$ cat config.mk
export PLATFORM = sky130hd
export DESIGN_NAME = q31_msub_acc
export DESIGN_NICKNAME = d
export VERILOG_FILES = /design/src/rtl/msub_pkg.sv /design/src/rtl/q31_product.sv /design/src/rtl/q63_sub_sat.sv /design/src/rtl/acc_bank.sv /design/src/rtl/q31_msub_acc.sv
export SDC_FILE = /design/constraint.sdc
export NUM_CORES = 2
export LEC_CHECK = 0
export ABC_AREA = 1
export ABC_CLOCK_PERIOD_IN_PS = 24300
export BUFFER_PORTS_ARGS = -buffer_cell sky130_fd_sc_hd__buf_2
export CAP_MARGIN = 0
export CORE_MARGIN = 2
export CORE_UTILIZATION = 43
export DETAILED_ROUTE_END_ITERATION = 8
export PLACE_DENSITY = 0.66
export SLEW_MARGIN = 0
export SYNTH_ARGS = -nofsm -noshare
export SYNTH_HDL_FRONTEND = slang
export SYNTH_HIERARCHICAL = 1
export SYNTH_SLANG_ARGS = --single-unit
$ cat constraint.sdc
create_clock -name clk -period 24.3 [get_ports clk]
set_clock_uncertainty 0.05 [all_clocks]
set_input_delay 1.215 -clock clk [delete_from_list [all_inputs] [get_ports clk]]
set_output_delay 1.215 -clock clk [all_outputs]
set_load 0.005 [all_outputs]
$ cat src/rtl/msub_pkg.sv
package msub_pkg;
  parameter int DATA_W   = 32;
  parameter int NUM_ACC  = 4;
  parameter int STAT_W   = 32;
  parameter int FLAG_LSB = 16;
endpackage

$ cat src/rtl/q31_product.sv
module q31_product #(
  parameter int DW = msub_pkg::DATA_W,
  localparam int PW = 2 * DW
) (
  input  logic [DW-1:0] a,
  input  logic [DW-1:0] b,
  output logic [PW-1:0] prod,
  output logic          prod_sat
);
  localparam logic [DW-1:0] MIN_IN  = {1'b1, {(DW-1){1'b0}}};
  localparam logic [PW-1:0] MAX_OUT = {1'b0, {(PW-1){1'b1}}};

  logic signed [PW-1:0] full;

  always_comb begin
    full     = $signed(a) * $signed(b);
    prod_sat = (a == MIN_IN) && (b == MIN_IN);
    prod     = prod_sat ? MAX_OUT : {full[PW-2:0], 1'b0};
  end
endmodule

$ cat src/rtl/q63_sub_sat.sv
module q63_sub_sat #(
  parameter int W = 2 * msub_pkg::DATA_W
) (
  input  logic [W-1:0] acc,
  input  logic [W-1:0] sub,
  output logic [W-1:0] res,
  output logic         ovf
);
  localparam logic [W-1:0] POS_MAX = {1'b0, {(W-1){1'b1}}};
  localparam logic [W-1:0] NEG_MIN = {1'b1, {(W-1){1'b0}}};

  logic [W:0] diff;

  always_comb begin
    diff = {acc[W-1], acc} - {sub[W-1], sub};
    ovf  = diff[W] ^ diff[W-1];
    if (!ovf)         res = diff[W-1:0];
    else if (diff[W]) res = NEG_MIN;
    else              res = POS_MAX;
  end
endmodule

$ cat src/rtl/acc_bank.sv
module acc_bank #(
  parameter int NACC     = msub_pkg::NUM_ACC,
  parameter int AW       = 2 * msub_pkg::DATA_W,
  parameter int SW       = msub_pkg::STAT_W,
  parameter int FLAG_LSB = msub_pkg::FLAG_LSB,
  localparam int IW = $clog2(NACC)
) (
  input  logic          clk,
  input  logic          rst_n,
  input  logic          wr_en,
  input  logic [IW-1:0] wr_idx,
  input  logic [AW-1:0] wr_data,
  input  logic          set_flag,
  input  logic          flag_clr,
  input  logic          st_we,
  input  logic [SW-1:0] st_wdata,
  input  logic [IW-1:0] rd_idx,
  output logic [AW-1:0] rd_data,
  output logic [AW-1:0] cur_data,
  output logic [SW-1:0] status
);
  localparam logic [SW-1:0] FMASK = SW'(((1 << NACC) - 1) << FLAG_LSB);

  logic [AW-1:0] acc_q [NACC];
  logic [AW-1:0] acc_d [NACC];
  logic [SW-1:0] st_q, st_d;
  logic          upd_en;

  always_comb begin
    acc_d = acc_q;
    if (wr_en) acc_d[wr_idx] = wr_data;
    st_d = st_q;
    if (st_we)    st_d = st_wdata;
    if (flag_clr) st_d = st_d & ~FMASK;
    if (wr_en && set_flag) st_d[FLAG_LSB + int'(wr_idx)] = 1'b1;
    upd_en = wr_en | st_we | flag_clr;
  end

  always_ff @(posedge clk or negedge rst_n) begin
    if (!rst_n) begin
      for (int k = 0; k < NACC; k++) acc_q[k] <= '0;
      st_q <= '0;
    end else if (upd_en) begin
      acc_q <= acc_d;
      st_q  <= st_d;
    end
  end

  assign rd_data  = acc_q[rd_idx];
  assign cur_data = acc_q[wr_idx];
  assign status   = st_q;

  for (genvar k = 0; k < NACC; k++) begin : g_chk
    p_hold_unselected_r9: assert property (@(posedge clk) disable iff (!rst_n)
      (!wr_en || wr_idx != IW'(k)) |=> $stable(acc_q[k]));
    p_flag_set_r5: assert property (@(posedge clk) disable iff (!rst_n)
      (wr_en && set_flag && wr_idx == IW'(k)) |=> st_q[FLAG_LSB + k]);
  end

  p_sticky_r6: assert property (@(posedge clk) disable iff (!rst_n)
    (!flag_clr && !st_we) |=> ((~st_q & $past(st_q) & FMASK) == '0));
  p_other_bits_r8: assert property (@(posedge clk) disable iff (!rst_n)
    !st_we |=> ((st_q & ~FMASK) == ($past(st_q) & ~FMASK)));
endmodule

$ cat src/rtl/q31_msub_acc.sv
module q31_msub_acc #(
  parameter int DW       = msub_pkg::DATA_W,
  parameter int NACC     = msub_pkg::NUM_ACC,
  parameter int SW       = msub_pkg::STAT_W,
  parameter int FLAG_LSB = msub_pkg::FLAG_LSB,
  localparam int PW = 2 * DW,
  localparam int IW = $clog2(NACC)
) (
  input  logic          clk,
  input  logic          rst_n,
  input  logic          op_valid,
  input  logic [DW-1:0] op_a,
  input  logic [DW-1:0] op_b,
  input  logic [IW-1:0] op_idx,
  input  logic          flag_clr,
  input  logic          status_we,
  input  logic [SW-1:0] status_wdata,
  input  logic [IW-1:0] rd_idx,
  output logic [DW-1:0] rd_hi,
  output logic [DW-1:0] rd_lo,
  output logic [SW-1:0] status_o
);
  localparam logic [PW-1:0] POS_MAX = {1'b0, {(PW-1){1'b1}}};
  localparam logic [PW-1:0] NEG_MIN = {1'b1, {(PW-1){1'b0}}};
  localparam logic [DW-1:0] MIN_IN  = {1'b1, {(DW-1){1'b0}}};

  logic [1:0]    rst_sync;
  logic          rst_int_n;
  logic [PW-1:0] prod, cur, res, rd_data;
  logic          prod_sat, ovf;

  always_ff @(posedge clk or negedge rst_n) begin
    if (!rst_n) rst_sync <= 2'b00;
    else        rst_sync <= {rst_sync[0], 1'b1};
  end
  assign rst_int_n = rst_sync[1];

  q31_product #(.DW(DW)) u_prod (
    .a(op_a), .b(op_b), .prod(prod), .prod_sat(prod_sat));

  q63_sub_sat #(.W(PW)) u_sub (
    .acc(cur), .sub(prod), .res(res), .ovf(ovf));

  acc_bank #(.NACC(NACC), .AW(PW), .SW(SW), .FLAG_LSB(FLAG_LSB)) u_bank (
    .clk(clk), .rst_n(rst_int_n),
    .wr_en(op_valid), .wr_idx(op_idx), .wr_data(res),
    .set_flag(prod_sat | ovf),
    .flag_clr(flag_clr), .st_we(status_we), .st_wdata(status_wdata),
    .rd_idx(rd_idx), .rd_data(rd_data), .cur_data(cur), .status(status_o));

  assign rd_hi = rd_data[PW-1:DW];
  assign rd_lo = rd_data[DW-1:0];

  p_minmin_clamp_r2: assert property (@(posedge clk) disable iff (!rst_int_n)
    (op_a == MIN_IN && op_b == MIN_IN) |-> (prod_sat && prod == POS_MAX));
  p_sat_extreme_r3: assert property (@(posedge clk) disable iff (!rst_int_n)
    (op_valid && ovf) |-> (res == NEG_MIN || res == POS_MAX));
  p_no_sat_sign_r4: assert property (@(posedge clk) disable iff (!rst_int_n)
    (op_valid && !ovf) |-> (res == cur - prod));
endmodule

# == After elaboration in Yosys (flattened, before gate mapping) ==
# Index checks and enable logic that the tools add are counted.
# classes
bitwise_logic,7
eq_ne,2
n_reduce_logical,5
mux,17
order_cmp,5
multipliers,1
add_sub_neg,2
# op_table
operator,count
$mux 64,8
$bmux 64 s2,2
$bwmux 256,1
$demux 64 s2,1
$sub 64x64->65,1
$eq 32x32->1 const B,2
$mux 32,2
$mul 32x32->63,1
$ge 32x1->1 const B,1
$lt 32x7->1 const B,1
$or 32x32->32,1
$mux 20,1
$add 5x2->6 const A,1
$ge 3x3->1 const B,2
$not 2->3,2
$demux 1 s5,1
$logic_and 1x1->1,4
$lt 3x1->1 const B,1
$or 1x1->1,3
$reduce_and 2->1,1
$mux 1,1
$xor 1x1->1,1
# word_totals
out_inout_bits,96
ff_bits,290
in_bits,105
word_cells,45

# == Logic depth before layout (Yosys ltp) ==
# logic_depth
depth_word,9
depth_mapped,52
ltp_nobuf,49

# == Modules after synthesis ==
# Netlist, hierarchy kept.
# modules_own_cells
module,area_each_um2,seq_area_each_um2,instances,cells_each
q31_product,39350.2,0.0,1,5136
acc_bank,15695.1,7206.9,1,2222
q63_sub_sat,6120.9,0.0,1,1255
q31_msub_acc,65.1,50.0,1,6

# == Least setup slack after synthesis ==
# OpenSTA, ideal clock, no wires.
# synth_path
path_kind,input to register
from,input port op_a[31]
to,register u_bank/acc_q[105] (netlist bit)
setup_time_ns,0.076
stages,43
required_time_ns,24.174
path_slack_ns,14.232
arrival_ns,9.942
cell_sequence,buf_2 clkbuf_1 nand2_1 inv_1 fa_1 fa_1 fa_1 inv_1 fa_1 inv_1 fa_1 fa_1 inv_1 fa_1 inv_1 fa_1 ha_1 nand2_1 (+7 left out) nand2_1 nand3_2 inv_1 ha_1 nand2_1 nor2_1 nand2_1 nor2_1 and3_1 nand2_2 nand2_1 nand2_1 nand2_2 nand2_4 buf_6 o21ai_0 inv_1 o21ai_1
# synth_via
elab_chain_cells,7
elab_cells_between_ends,9
cone_classes,add/sub: 1; mul: 1; eq/ne: 1; mux: 4; bitwise: 1; reduce/logical: 1
# synth_rtl
item,line,text
"start, declared",q31_msub_acc.sv:12,"input logic [DW-1:0] op_a,"
branches (longest 2 deep; another with $mul 32x32->63),--,
$mux 64 (*),q31_product.sv:18,"prod = prod_sat ? MAX_OUT : {full[PW-2:0], 1'b0};"
named net prod[51],q31_msub_acc.sv:29,"logic [PW-1:0] prod, cur, res, rd_data;"
$sub 64x64->65 (*),q63_sub_sat.sv:15,"diff = {acc[W-1], acc} - {sub[W-1], sub};"
$mux 64 / $xor 1x1->1 (equally long branches),"q63_sub_sat.sv:18, q63_sub_sat.sv:16",
$mux 64 (*),q63_sub_sat.sv:17,if (!ovf) res = diff[W-1:0];
named net res[41],q31_msub_acc.sv:29,
$bwmux 256 (*),acc_bank.sv:31,if (wr_en) acc_d[wr_idx] = wr_data;
"end signal, assigned",acc_bank.sv:44,acc_q <= acc_d;
"end, declared",acc_bank.sv:24,logic [AW-1:0] acc_q [NACC];
# Mark *: on every way through the listed nets, which the timed path passes.
# A chain may end at the register's enable or synchronous reset.

# == Final worst setup path ==
# layout_path
from,input port op_a[31]
to,register u_bank/acc_q[130] (netlist bit)
# Same word-level chain as after synthesis.

==> summary.txt <==
Vias - 52600
Placed Instances - 10300
RD Place Congestion - 1.00
Yosys cell types - 46
Root Driver - clkbuf_16
worst hold path class - reg -> reg
Slowest-stage cell, CP - fa_1
Hold Path Cell Cnt - 0
clk slew on worst S/H paths - 0.06 ns
DP Wirelength - 146 mm
postcts setup bufs - 0
Final Slew Violations - 0
clock sinks - 290
hold slack - 0.304 ns
RSZ-0062 raised after global routing - false
max-cap violation count - 0
PortBufs - 200
most common cell after layout, fill and taps aside - nand2_1
FMAX - 0.0837 GHz
hold_buf cts - 0
Die W - 381 um
Initial Util - 0.433
drt first pass iters - 6
layout cell share with drive strength beyond 1 - 0.0633
EDFF count, synth - 0
final hold viol count - 0
Nets - 9907
Total Routing Usage GR - 0.261
synthesized cell area - 0.0612 mm2
critical path fanouts, max - 53
yosys warns - 6
syn avg cell area - 7.10 um2
#FFs+latches synth - 290
Worst Setup Start Kind - primary input
net count after synthesis - 10000
cells after synthesis - 8619
prevailing post-synth register cell - dfrtp_1
CTS resizes - 0
Least-Margin Pin Slew - 1.11 ns
FFs w/ async S/R, synth - 1.00
gr ovfl total - 0
Die Footprint - 0.145 mm2
Vias/cell - 5.05
Final Critical Period - 11.94 ns
largest net degree at the start of global routing - 153
Worst Reg-to-Reg Cells - 24
Layout area overhead - 4.93%
vias in the first global route - 54500
Clock Path Buffers - 3
status - finished, final reports clean
Die H - 381 um
period utilization - 0.491
Arr. time, crit path - 12.29 ns
CP Capture Type - flip-flop
DRT iter0 DRCs - 3842
drt wl/cell - 18.0 um
DRC viols - 0
worst setup path class - in -> reg
final setup vio count - 0
Skew-Pair Late Insertion Delay - 0.57 ns
final wirelength - 187 mm
Final ANT Viol Nets - 0
final core occ - 0.454
I/O Pins - 201
max incr delay on CP - 0.87 ns
num rows - 138
htree depth - 2
final non-filler cell total - 10400
CTS tree - built
core area - 0.141 mm2
commonest cells after routing, fill and taps aside - 2904 x nand2_1, 2161 x inv_1, 1074 x fa_1, 289 x dfrtp_1, 278 x o21ai_0
Num CTS Buffers - 37
antenna violations before repair - 7
relative slew slack - 0.257
post-route setup TNS - 0 ns
first-pass GRT wire length - 301 mm
Seq/Total Area, Yosys - 0.119
CP Data Required Time - 24.65 ns
## flip-flops by register name, summed over array words and instances (netlist names)
| signal | count |
|---|---|
| rst_sync | 2 |
| u_bank/acc_q | 256 |
| u_bank/status | 32 |
## logic make-up (layout without fill, tap and decap cells)
| kind of cell | count (synthesis) | count (layout) | share of synthesized area |
|---|---|---|---|
| buffers and inverters | 2598 | 2488 | 0.166 |
| AND/OR/NAND/NOR | 3642 | 3642 | 0.243 |
| other | 1 | 4 | 0.0000612 |
| flip-flops | 290 | 290 | 0.119 |
| adder cells (fa/ha/maj) | 1320 | 1320 | 0.401 |
| XOR/XNOR | 43 | 43 | 0.00615 |
| AO/OA/AOI/OAI | 725 | 725 | 0.0648 |
## through the flow
step                worst slack, ns  area [um2]
floorplan                     14.23       61200
global placement              12.04       63000
detailed placement            11.87       63000
CTS                           12.42       64200
global route                  11.56       64200
finish                        12.36       64200
## Yosys cell counts (7+ instances only)
| cell type | count | area share |
|---|---|---|
| nand2_1 | 2904 | 0.18 |
| inv_1 | 2161 | 0.13 |
| fa_1 | 1074 | 0.35 |
| clkbuf_1 | 290 | 0.018 |
| dfrtp_1 | 290 | 0.12 |
| o21ai_0 | 278 | 0.023 |
| nor2_1 | 267 | 0.016 |
| ha_1 | 246 | 0.050 |
| o21ai_1 | 203 | 0.017 |
| nand3_1 | 197 | 0.016 |
| a21oi_1 | 142 | 0.012 |
| buf_2 | 66 | 0.0054 |
| o21ai_2 | 60 | 0.0086 |
| nand2_2 | 57 | 0.0058 |
| nand3_2 | 57 | 0.0093 |
| nand4_1 | 42 | 0.0043 |
| buf_6 | 32 | 0.0059 |
| o21bai_1 | 30 | 0.0037 |
| xor2_1 | 29 | 0.0041 |
| nor3_1 | 27 | 0.0022 |
| nor4_1 | 20 | 0.0020 |
| nand3b_1 | 19 | 0.0023 |
| inv_2 | 17 | 0.0010 |
| or2_2 | 16 | 0.0016 |
| buf_1 | 15 | 0.00092 |
| xnor2_1 | 14 | 0.0020 |
| nor2_2 | 11 | 0.0011 |
| buf_4 | 9 | 0.0011 |
| or2_1 | 7 | 0.00072 |
## final timing paths
path / from / to / slack, ns
max: op_a[31] / u_bank/acc_q[130] / 12.36
min: rst_sync[0] / rst_sync[1] / 0.30
max reg2reg: u_bank/acc_q[128] / u_bank/acc_q[130] / 19.93
min reg2reg: rst_sync[0] / rst_sync[1] / 0.30
max in group asynchronous: rst_sync[1] / u_bank/acc_q[213] / 22.33
min in group asynchronous: rst_n / rst_sync[1] / 0.39
## layout make-up
cell class	instances	area (um2)
multi-input combinational	5731	43800
fill	14300	77200
clock inverter	10	159
inverter	2180	8190
antenna	3	7.51
tap	1890	2360
timing repair buffer	242	1340
sequential	290	7260
clock buffer	56	1110
## layer usage
layer / GRT usage / routed length (um)
met4: 0.0717 / 5310
met2: 0.444 / 89800
met3: 0.0269 / 11500
met5: 0 / 36
met1: 0.354 / 80800
## critical path: cells and delay by family
kind	cells	cell delay, ns
buffers and inverters	10	2.65
AND/OR/NAND/NOR	19	2.63
adder cells (fa/ha/maj)	10	5.31
AO/OA/AOI/OAI	2	0.37
Power is not shown: default switching activity piles up to over one toggle a cycle in this logic, so the estimate is an artifact.
